### src/rtl/occ_pkg.sv
package occ_pkg;

   // Which transition of the synchronized write enable counts as an event
   typedef enum logic {
      EDGE_RISE = 1'b0,
      EDGE_FALL = 1'b1
   } edge_sel_e;

   // Qualified update request presented to the level register
   typedef struct packed {
      logic add;   // accepted burst
      logic sub;   // accepted single-word read
      logic drop;  // burst refused because full
   } occ_req_t;

endpackage

### src/rtl/occ_evt_sync.sv
module occ_evt_sync #(
   parameter int                  SYNC_STAGES = 2,
   parameter occ_pkg::edge_sel_e  EDGE        = occ_pkg::EDGE_RISE
) (
   input  logic clk,
   input  logic rst,
   input  logic async_in,
   output logic evt_pulse
);

   generate
      if (SYNC_STAGES < 2) begin : g_bad_stages
         $error("occ_evt_sync: SYNC_STAGES must be at least 2");
      end
   endgenerate

   logic [SYNC_STAGES-1:0] sh_q;
   logic                   prev_q;
   logic                   sync_bit;

   always_ff @(posedge clk) begin
      if (rst) begin
         sh_q   <= '0;
         prev_q <= 1'b0;
      end else begin
         sh_q   <= {sh_q[SYNC_STAGES-2:0], async_in};
         prev_q <= sync_bit;
      end
   end

   assign sync_bit = sh_q[SYNC_STAGES-1];

   generate
      if (EDGE == occ_pkg::EDGE_RISE) begin : g_rise
         assign evt_pulse = sync_bit & ~prev_q;
      end else begin : g_fall
         assign evt_pulse = ~sync_bit & prev_q;
      end
   endgenerate


   evt_single_chk: assert property (@(posedge clk) disable iff (rst)
      evt_pulse |=> !evt_pulse)
      else $error("event pulse longer than one cycle");

endmodule

### src/rtl/occ_flags.sv
module occ_flags #(
   parameter int DEPTH = 64,
   parameter int BURST = 4,
   parameter int LVL_W = $clog2(DEPTH + 1)
) (
   input  logic [LVL_W-1:0] level,
   output logic             empty,
   output logic             full
);

   localparam int HEADROOM = DEPTH - BURST;

   always_comb begin
      empty = (level == '0);
      full  = (int'({1'b0, level}) > HEADROOM);
   end

endmodule

### src/rtl/occ_level_core.sv
module occ_level_core #(
   parameter int DEPTH = 64,
   parameter int BURST = 4,
   parameter int LVL_W = $clog2(DEPTH + 1)
) (
   input  logic             clk,
   input  logic             rst,
   input  logic             wr_evt,
   input  logic             rd_stb,
   output logic [LVL_W-1:0] level,
   output logic             empty,
   output logic             full,
   output logic             overflow
);

   localparam logic [LVL_W-1:0] BURST_V = LVL_W'(BURST);
   localparam logic [LVL_W-1:0] NET_V   = LVL_W'(BURST - 1);

   occ_pkg::occ_req_t req;
   logic [LVL_W-1:0]  lvl_q;
   logic [LVL_W-1:0]  lvl_d;
   logic              ovf_q;

   occ_flags #(.DEPTH(DEPTH), .BURST(BURST), .LVL_W(LVL_W)) u_flags (
      .level (lvl_q),
      .empty (empty),
      .full  (full)
   );

   always_comb begin
      req.add  = wr_evt & ~full;
      req.drop = wr_evt &  full;
      req.sub  = rd_stb & ~empty;
      lvl_d    = lvl_q;
      if (req.add)
         lvl_d = lvl_d + BURST_V;
      if (req.sub)
         lvl_d = lvl_d - LVL_W'(1);
   end

   always_ff @(posedge clk) begin
      if (rst) begin
         lvl_q <= '0;
         ovf_q <= 1'b0;
      end else begin
         lvl_q <= lvl_d;
         if (req.drop)
            ovf_q <= 1'b1;
      end
   end

   assign level    = lvl_q;
   assign overflow = ovf_q;


   level_cap_chk: assert property (@(posedge clk) disable iff (rst)
      int'({1'b0, level}) <= DEPTH)
      else $error("level above depth");


   rd_empty_ignored_chk: assert property (@(posedge clk) disable iff (rst)
      (rd_stb && empty && !wr_evt) |=> (level == '0))
      else $error("read on empty changed level");


   both_net_chk: assert property (@(posedge clk) disable iff (rst)
      (wr_evt && rd_stb && !full && !empty) |=> (level == $past(level) + NET_V))
      else $error("coincident write/read wrong step");


   ovf_sticky_chk: assert property (@(posedge clk) disable iff (rst)
      overflow |=> overflow)
      else $error("overflow flag not sticky");


   full_wr_ignored_chk: assert property (@(posedge clk) disable iff (rst)
      (wr_evt && full && !rd_stb) |=> ($stable(level) && overflow))
      else $error("write while full not dropped");


   rd_dec_chk: assert property (@(posedge clk) disable iff (rst)
      (rd_stb && !empty && !wr_evt) |=> (level == $past(level) - LVL_W'(1)))
      else $error("read did not remove one word");

endmodule

### src/rtl/occupancy_tracker.sv
module occupancy_tracker #(
   parameter int                 DEPTH       = 64,
   parameter int                 BURST       = 4,
   parameter int                 SYNC_STAGES = 2,
   parameter occ_pkg::edge_sel_e EDGE        = occ_pkg::EDGE_RISE,
   parameter int                 LVL_W       = $clog2(DEPTH + 1)
) (
   input  logic             clk,
   input  logic             rst,
   input  logic             wr_en_slow,
   input  logic             rd_stb,
   output logic [LVL_W-1:0] level,
   output logic             empty,
   output logic             full,
   output logic             overflow
);

   generate
      if (BURST < 1 || DEPTH < BURST) begin : g_bad_depth
         $error("occupancy_tracker: need 1 <= BURST <= DEPTH");
      end
      if (LVL_W < $clog2(DEPTH + 1)) begin : g_bad_width
         $error("occupancy_tracker: LVL_W too narrow for DEPTH");
      end
   endgenerate

   logic wr_evt;

   occ_evt_sync #(.SYNC_STAGES(SYNC_STAGES), .EDGE(EDGE)) u_sync (
      .clk       (clk),
      .rst       (rst),
      .async_in  (wr_en_slow),
      .evt_pulse (wr_evt)
   );

   occ_level_core #(.DEPTH(DEPTH), .BURST(BURST), .LVL_W(LVL_W)) u_core (
      .clk      (clk),
      .rst      (rst),
      .wr_evt   (wr_evt),
      .rd_stb   (rd_stb),
      .level    (level),
      .empty    (empty),
      .full     (full),
      .overflow (overflow)
   );


   rst_clear_chk: assert property (@(posedge clk)
      rst |=> (level == '0 && empty && !full && !overflow))
      else $error("reset did not clear state");

endmodule

### config.mk
export PLATFORM = sky130hd
export DESIGN_NAME = occupancy_tracker
export DESIGN_NICKNAME = d
export VERILOG_FILES = /design/src/rtl/occ_pkg.sv /design/src/rtl/occ_evt_sync.sv /design/src/rtl/occ_flags.sv /design/src/rtl/occ_level_core.sv /design/src/rtl/occupancy_tracker.sv
export SDC_FILE = /design/constraint.sdc
export NUM_CORES = 1
export LEC_CHECK = 0
export BUFFER_PORTS_ARGS = -buffer_cell sky130_fd_sc_hd__buf_2
export CORE_AREA = 2 2 40 42
export CTS_BUF_LIST = sky130_fd_sc_hd__clkbuf_4
export DETAILED_ROUTE_END_ITERATION = 8
export DIE_AREA = 0 0 42 44
export PLACE_DENSITY = 0.73
export SETUP_SLACK_MARGIN = 0.15
export SLEW_MARGIN = 20
export SYNTH_ARGS = -nofsm -noshare
export SYNTH_HDL_FRONTEND = slang
export SYNTH_SLANG_ARGS = --single-unit
export TNS_END_PERCENT = 20
### constraint.sdc
create_clock -name clk -period 4.88 [get_ports clk]
set_clock_uncertainty 0.1 [all_clocks]
set_input_delay 0.244 -clock clk [delete_from_list [all_inputs] [get_ports clk]]
set_output_delay 0.244 -clock clk [all_outputs]
set_load 0.1 [all_outputs]
==> results of run 1 <==
-- Yosys cell counts, types with 2 or more instances --
cell       n  share of area, %
ha_1       3               5.7
nand2_1    6               3.4
nor3b_4    2               5.7
nor2_1     8               4.5
and2_1     2               1.9
inv_1      5               2.8
a21oi_1    4               3.0
nand4_1    2               1.9
a31oi_1    2               1.9
nand2b_1   2               1.9
dfxtp_1   11                33
nor2b_1    3               2.8
xnor2_1    3               4.0
-- worst max-delay path, cell delays in order, from the launching register on --
cell	delay, ps
dfxtp_1	390
inv_1	60
ha_1	250
nand2_1	120
nand3_2	160
nand2b_1	140
buf_2	430
-- worst paths after layout --
path	from	to	slack, ps	depth (start not counted)
worst max register to register	u_core.level[2]	u_core.level[5]	2810	7
worst max-delay path	u_core.level[0]	full	2710	6
worst min register to register	u_sync.sh_q[0]	u_sync.sh_q[1]	340	1
worst min-delay path	wr_en_slow	u_sync.sh_q[0]	80	2
-- state kept, by name, indices dropped and copies added, names as in the netlist --
name             flops
u_sync.prev_q        1
u_sync.sh_q          2
u_core.level         7
u_core.overflow      1
-- metrics by stage --
step,worst slack [ps],std cells,hold slack [ps],cell area (sq um)
2_1_floorplan,2026,73,272.2,664.4
3_3_place_gp,2896,101,317.7,745.7
3_5_place_dp,2840,101,322.0,745.7
4_1_cts,2703,105,76.87,775.7
5_1_grt,2618,105,105.9,775.7
6_report,2710,105,75.89,775.7
-- cell usage in the layout (no fill, tap or decap), types with 2 or more instances in the layout --
cell type,instances
buf_2,13
dfxtp_1,11
nor2_1,8
nand2_1,6
inv_1,5
a21oi_1,4
clkbuf_4,4
xnor2_1,3
nor2b_1,3
ha_1,3
nand2b_1,2
a31oi_1,2
nor3b_4,2
and2_1,2
nand4_1,2
-- routing by layer --
layer  vias to the layer above  global-route usage [%]  wire length (microns)
met2                         9                   26.25                    632
met5                         -                       0                      0
li1                        287                       -                      -
met1                       252                   18.97                    623
met3                         5                   3.750                     30
met4                         0                   11.61                     35
-- layout make-up --
| type | count | area [sq um] | area share (%) |
|---|---|---|---|
| Sequential cell | 11 | 220.2 | 28.39 |
| Timing Repair Buffer | 13 | 65.06 | 8.387 |
| Multi-Input combinational cell | 56 | 421.7 | 54.35 |
| Tap cell | 16 | 20.02 | 2.581 |
| Clock buffer | 4 | 30.03 | 3.871 |
| Inverter | 5 | 18.77 | 2.419 |
-- logic make-up after synthesis --
| logic type | after synthesis |
|---|---|
| AOI/OAI and AO/OA | 14 |
| muxes | 1 |
| adders and majority gates | 3 |
| DFF | 11 |
| and+or+nand+nor | 34 |
| xor gates and xnor gates | 4 |
| buffers and inverters | 6 |
==> impl_metrics.toml, run 1 <==
[global_routing]
grt_use_total_pct = 16.23
grt_max_degree = 13
grt_first_pass_wirelength_microns = 2166
grt_pass1_vias = 504
grt_overflow = 0
antenna_found_initial = 0

[die]
dieArea_sq_um = 1848
start_util_pct = 46.83
die_x_microns = 42
die_h_microns = 44
io_pins = 14
core_sq_um = 1419
std_cell_rows = 14

[clock_tree]
cts-root-buf = "clkbuf_4"
cts_buffers = 3
post_cts_buffers = 0
clk_pin_slew_ps = 70
cts_resized = 0
cts_sinks = 11
ctsHoldBuffers = 0
clockBufferDepth = 2
htreeDepth = 1
clock_latency_ps = 270
cts_tree = "yes"

[final_layout]
area_delta_synth_final_pct = 16.76
utilization_pct = 54.67
drive_above_1_share_pct = 30.34
fin_nets = 97
nFillCells = 130
diodes = 0

[sta]
fin_crit_ps = 2170
slew_viol_final = 0
tns_ps = 0
max_freq_mhz = 460.8
max_slew.worst_pin.slew_ps = 488.0
rsz0062_at_grt = "no"
hold_viol = 0
slew_headroom_pct = 67.69
period_share_pct = 44.47
setup_viol = 0

[drt]
routedWlPerCell_microns = 12.58
drt_wl_total_microns = 1321
via_per_inst = 5.267
drtIter0Drc = 5
drc = 0
vias = 553
dr.pass1.iters = 2
ant_nets = 0

[critical_path]
path_max_fanout = 6
criticalPathCategory = "flop to output port"
cp.required_ps = 4540
worst_setup_path_start_kind = "flop"
crit_arrival_ps = 1830
critPathCaptureType = "output port"

[yosys]
synthesis.area_sq_um = 664.4
synth_fa_ha_area_share_pct = 5.650
synthCells = 73
async_flop_share_pct = 0
synthSimpleGateAreaFrac_pct = 34.09
yosys_warnings = 0
seq_area_frac_synth_pct = 33.15
synth_top_family_by_area = "simple AND/OR/NAND/NOR gates"
yosys_register_bits = 11
syn_area_per_cell_sq_um = 9.101
synth-edff-count = 0
synth_compound_area_share_pct = 16.20
syn_nets = 80
muxShareOfSynthArea_pct = 2.260
synthDistinctLibCells = 33
synth_ff_type = "dfxtp_1"
synthXorXnorAreaFrac_pct = 5.273

[status]
status = "completed"

[placed_design]
hpwl_microns = 958.7
place.gp.congestion = 0.7602
portBuffers = 13

[hold_path]
hp-class = "input pin to flop"

[flow_run]
maxCapViolCount = 0
Power of run 1 is left out: the tool's default activity adds up to more than one toggle a clock period on the data nets, which glitch-free logic cannot reach.
==> run 2, diff against run 1 <==
--- a/config.mk
+++ b/config.mk
@@ -10,7 +10,7 @@
 export CTS_BUF_LIST = sky130_fd_sc_hd__clkbuf_4
 export DETAILED_ROUTE_END_ITERATION = 8
 export DIE_AREA = 0 0 42 44
-export PLACE_DENSITY = 0.73
+export PLACE_DENSITY = 0.75
 export SETUP_SLACK_MARGIN = 0.15
 export SLEW_MARGIN = 20
 export SYNTH_ARGS = -nofsm -noshare
==> constraint.sdc (replaced) <==
create_clock -name clk -period 1.8 [get_ports clk]
set_clock_uncertainty 0.1 [all_clocks]
set_input_delay 0.09 -clock clk [delete_from_list [all_inputs] [get_ports clk]]
set_output_delay 0.09 -clock clk [all_outputs]
set_load 0.1 [all_outputs]
==> run 2 against run 1 <==
Count of clock-buffer cells in the layout is the same. Sequential share of layout area shrank 4.3 points. Global-route usage grew 2.1 points. Utilization grew 16 points. Via count grew 9.0%. Critical endpoint is now u_core.level[5]. Critical path depth is the same. Worst hold slack lost 60 ps. Final cell count grew 9.5%.
==> impl_metrics.toml, run 2 (same netlist as run 1, synthesis figures left out) <==
[hold_path]
min_to = "u_core.level[4]"
hold_depth = 2
holdCritStartpoint = "rst"
hp-class = "input pin to flop"

[critical_path]
worst_setup_path_start_kind = "flop"
path_max_fanout = 5
critPathCaptureType = "flop"
r2r_slack_ps = 40
crit_arrival_ps = 1830
cp-startpoint = "u_sync.sh_q[1]"
r2r_start = "u_sync.sh_q[1]"
r2r_end = "u_core.level[5]"
r2r_cells = 6
criticalPathCategory = "flop to flop"
cp.required_ps = 1870

[global_routing]
gr-usage-met1_pct = 22.47
grt_use_total_pct = 18.32
grt_max_degree = 13
grt_overflow = 0
grt_first_pass_wirelength_microns = 2456
gr-max-usage-layer = "met2"
antenna_found_initial = 0
grtUsageMet2_pct = 30.00
grt_pass1_vias = 570
use_met3_pct = 4.167

[die]
std_cell_rows = 14
die_x_microns = 42
io_pins = 14
core_sq_um = 1419
die_h_microns = 44
dieArea_sq_um = 1848
start_util_pct = 46.83

[sta]
slew_viol_final = 0
hold_viol = 0
period_share_pct = 97.74
rsz0062_at_grt = "yes"
fin_crit_ps = 1759
max_freq_mhz = 568.4
setup_viol = 0
max_slew.worst_pin.slew_ps = 487.9
hold_ws_ps = 15.50
slew_headroom_pct = 67.70

[drt]
drc = 0
drtIter0Drc = 12
ant_nets = 0
via_per_inst = 5.243
dr.pass1.iters = 4
routedWlPerCell_microns = 13.92
drt_wl_total_microns = 1601
vias = 603

[clock_tree]
clockBufferDepth = 2
cts_buffers = 3
htreeDepth = 1
clock_latency_ps = 280
cts_tree = "yes"
cts_sinks = 11
cts-root-buf = "clkbuf_4"
clk_pin_slew_ps = 70

[status]
status = "completed"

[placed_design]
place.gp.congestion = 0.8146
hpwl_microns = 1048
portBuffers = 13

[final_layout]
largest_reg_flops = 7
diodes = 0
area_delta_synth_final_pct = 51.60
layout_commonest_cell = "buf_2"
mostFrequentLayoutCells = "11 x buf_2, 8 x nor2_1, 6 x buf_4, 5 x dfxtp_4"
drive_above_1_share_pct = 56.57
nFillCells = 110
fin_nets = 107

[flow_run]
maxCapViolCount = 0
run 2: cell types whose count changed in the layout (fill, tap and decap cells not counted), sizes merged:
cell         previous run  this run
buf                    13        22
dlygate4sd3             0         1
run 2: routing by layer:
layer / wire length [microns] / share of wire (%)
met5: 0 / 0
met4: 33 / 2.1
met2: 789 / 49
met1: 730 / 46
met3: 48 / 3.0
run 2: worst max path at each step:
stage	end	slack, ps
2_1_floorplan	u_core.level[5]	-200
3_3_place_gp	u_core.level[5]	40
3_5_place_dp	u_core.level[5]	-40
4_1_cts	u_core.level[5]	30
5_1_grt	u_core.level[5]	-40
6_report	u_core.level[5]	40
run 2: through the flow:
step	utilization, %	setup WS [ps]	cells	TNS, ps	instance area, sq um
finish	70.99	40.68	115	0	1007
global route	70.99	-42.10	115	-42.10	1007
CTS	64.29	32.38	113	0	912.1
detailed placement	59.96	-42.58	106	-42.58	850.8
global placement	59.96	36.14	106	0	850.8
floorplan	-	-197.6	73	-445.9	701.9
run 2: what timing repair did:
action	CTS	global route
cloned	0	0
setup endpoints to repair	6	6
endpoints found under the hold margin	1	0
buffers inserted	2	2
resized for setup	3	15
pin swaps	3	11
hold buffers	1	0
run 2: critical path, cell delays in order (launching register included):
cell	delay, ps
dfxtp_2	360
nor3b_4	240
buf_6	150
and3_1	170
a21o_4	140
nor3b_4	180
mux2_4	310
run 2: final cells by class:
class,count,area [sq um],area share (%)
clock buffers,4,30.03,2.981
inverters,5,23.77,2.360
multi-input cells,56,506.7,50.31
flip-flops and latches,11,242.7,24.10
well taps,16,20.02,1.988
repair buffers,23,183.9,18.26
Power of run 2 is left out for the same reason.
==> run 3, diff against run 2 <==
--- a/config.mk
+++ b/config.mk
@@ -11,6 +11,7 @@
 export DETAILED_ROUTE_END_ITERATION = 8
 export DIE_AREA = 0 0 42 44
 export PLACE_DENSITY = 0.75
+export REMOVE_ABC_BUFFERS = 1
 export SETUP_SLACK_MARGIN = 0.15
 export SLEW_MARGIN = 20
 export SYNTH_ARGS = -nofsm -noshare
==> run 3 against run 2 <==
Count of clock-buffer cells in the layout stayed put. First-iteration DRC count is 25% higher. Critical path depth is 1 lower. Via count is 9.8% higher. Wire length is 11% higher. Register-to-register slack hardly changed.
==> impl_metrics.toml, run 3 (same netlist as run 1, synthesis figures left out) <==
[status]
status = "completed"

[final_layout]
diodes = 0
layout_commonest_cell = "buf_4"
area_delta_synth_final_pct = 62.33
drive_above_1_share_pct = 57.80
mostFrequentLayoutCells = "17 x buf_4, 11 x buf_2, 7 x nor2_1, 6 x dfxtp_1, 5 x nand2_1"
fin_nets = 117
largest_reg_flops = 7

[sta]
hold_viol = 0
max_slew.worst_pin.slew_ps = 485.8
period_share_pct = 98.34
rsz0062_at_grt = "yes"
fin_crit_ps = 1770
slew_viol_final = 0
slew_headroom_pct = 67.83
setup_viol = 0
tns_ps = 0
setup_ws_ps = 29.94
max_freq_mhz = 565.0

[die]
dieArea_sq_um = 1848
core_sq_um = 1419
std_cell_rows = 14
io_pins = 14
die_h_microns = 44
die_x_microns = 42
start_util_pct = 46.83

[clock_tree]
clock_latency_ps = 280
cts_sinks = 11
cts-root-buf = "clkbuf_4"
clk_pin_slew_ps = 80
htreeDepth = 1
cts_buffers = 3
clockBufferDepth = 2
cts_tree = "yes"

[critical_path]
r2r_start = "u_core.level[6]"
slowest_delay_ps = 360
path_common_cell = "nor3b_4"
cp_top_family = "simple AND/OR/NAND/NOR gates"
path_max_fanout = 4
critPathCaptureType = "flop"
r2r_end = "u_core.level[5]"
r2r_slack_ps = 30
r2r_cells = 5
cp.required_ps = 1880
crit_arrival_ps = 1850
cp-startpoint = "u_core.level[6]"
criticalPathCategory = "flop to flop"
cp_slowest_cell = "dfxtp_4"
worst_setup_path_start_kind = "flop"
path_cells = "nor3b_4 -> buf_4 -> o211ai_1 -> nor3b_4 -> mux2_4"
worst-path-buf-inv = 1

[global_routing]
grt_use_total_pct = 20.72
grt_max_degree = 13
grt_overflow = 0
antenna_found_initial = 0
grt_pass1_vias = 635
grt_first_pass_wirelength_microns = 2773

[hold_path]
hp-class = "input pin to flop"
min_to = "u_core.level[1]"
hold_depth = 2
holdCritStartpoint = "rst"

[drt]
ant_nets = 0
drtIter0Drc = 15
via_per_inst = 5.296
drt_wl_total_microns = 1783
routedWlPerCell_microns = 14.26
vias = 662
dr.pass1.iters = 4
drc = 0

[placed_design]
post-place-ws_ps = -85.75
hpwl_microns = 1184
place.gp.congestion = 0.7417
portBuffers = 13

[flow_run]
maxCapViolCount = 0
run 3: area by class of cell:
type | count | area (sq um)
timing repair buffer | 33 | 255.2
inverter | 5 | 18.77
multi-input combinational | 56 | 525.5
tap | 16 | 20.02
fill | 86 | 340.3
sequential | 11 | 229.0
clock buffer | 4 | 30.03
run 3: worst max path at each step:
stage                 endpoint  slack, ps  depth (start not counted)
6_report       u_core.level[5]         30                          5
5_1_grt        u_core.level[5]        -20                          5
4_1_cts        u_core.level[5]         30                          5
3_5_place_dp   u_core.level[5]        -90                          7
3_3_place_gp   u_core.level[5]        -20                          7
2_1_floorplan  u_core.overflow      -1050                          7
run 3: layer usage:
layer / vias up / part of all wire [%] / GRT usage, %
met1: 308 / 43 / 22.84
met3: 7 / 4.5 / 2.500
met2: 20 / 50 / 38.75
met4: 0 / 2.7 / 10.97
met5: - / 0 / 0
li1: 327 / - / -
run 3: metrics by stage:
step / instances / cell area [sq um] / utilization [%] / hold slack, ps
3_5_place_dp: 114 / 873.3 / 61.55 / 216.7
5_1_grt: 125 / 1079 / 76.01 / 60.73
2_1_floorplan: 72 / 660.6 / - / 59.07
3_3_place_gp: 114 / 873.3 / 61.55 / 202.1
6_report: 125 / 1079 / 76.01 / 21.83
4_1_cts: 123 / 1017 / 71.69 / 34.60
run 3: timing repair:
action,CTS,global route
endpoints found under the setup margin,6,8
buffers inserted,4,2
pin swaps,7,8
cloned,0,0
resized for setup,16,11
hold buffers,1,0
endpoints found under the hold margin,1,0
Power of run 3 is left out for the same reason.
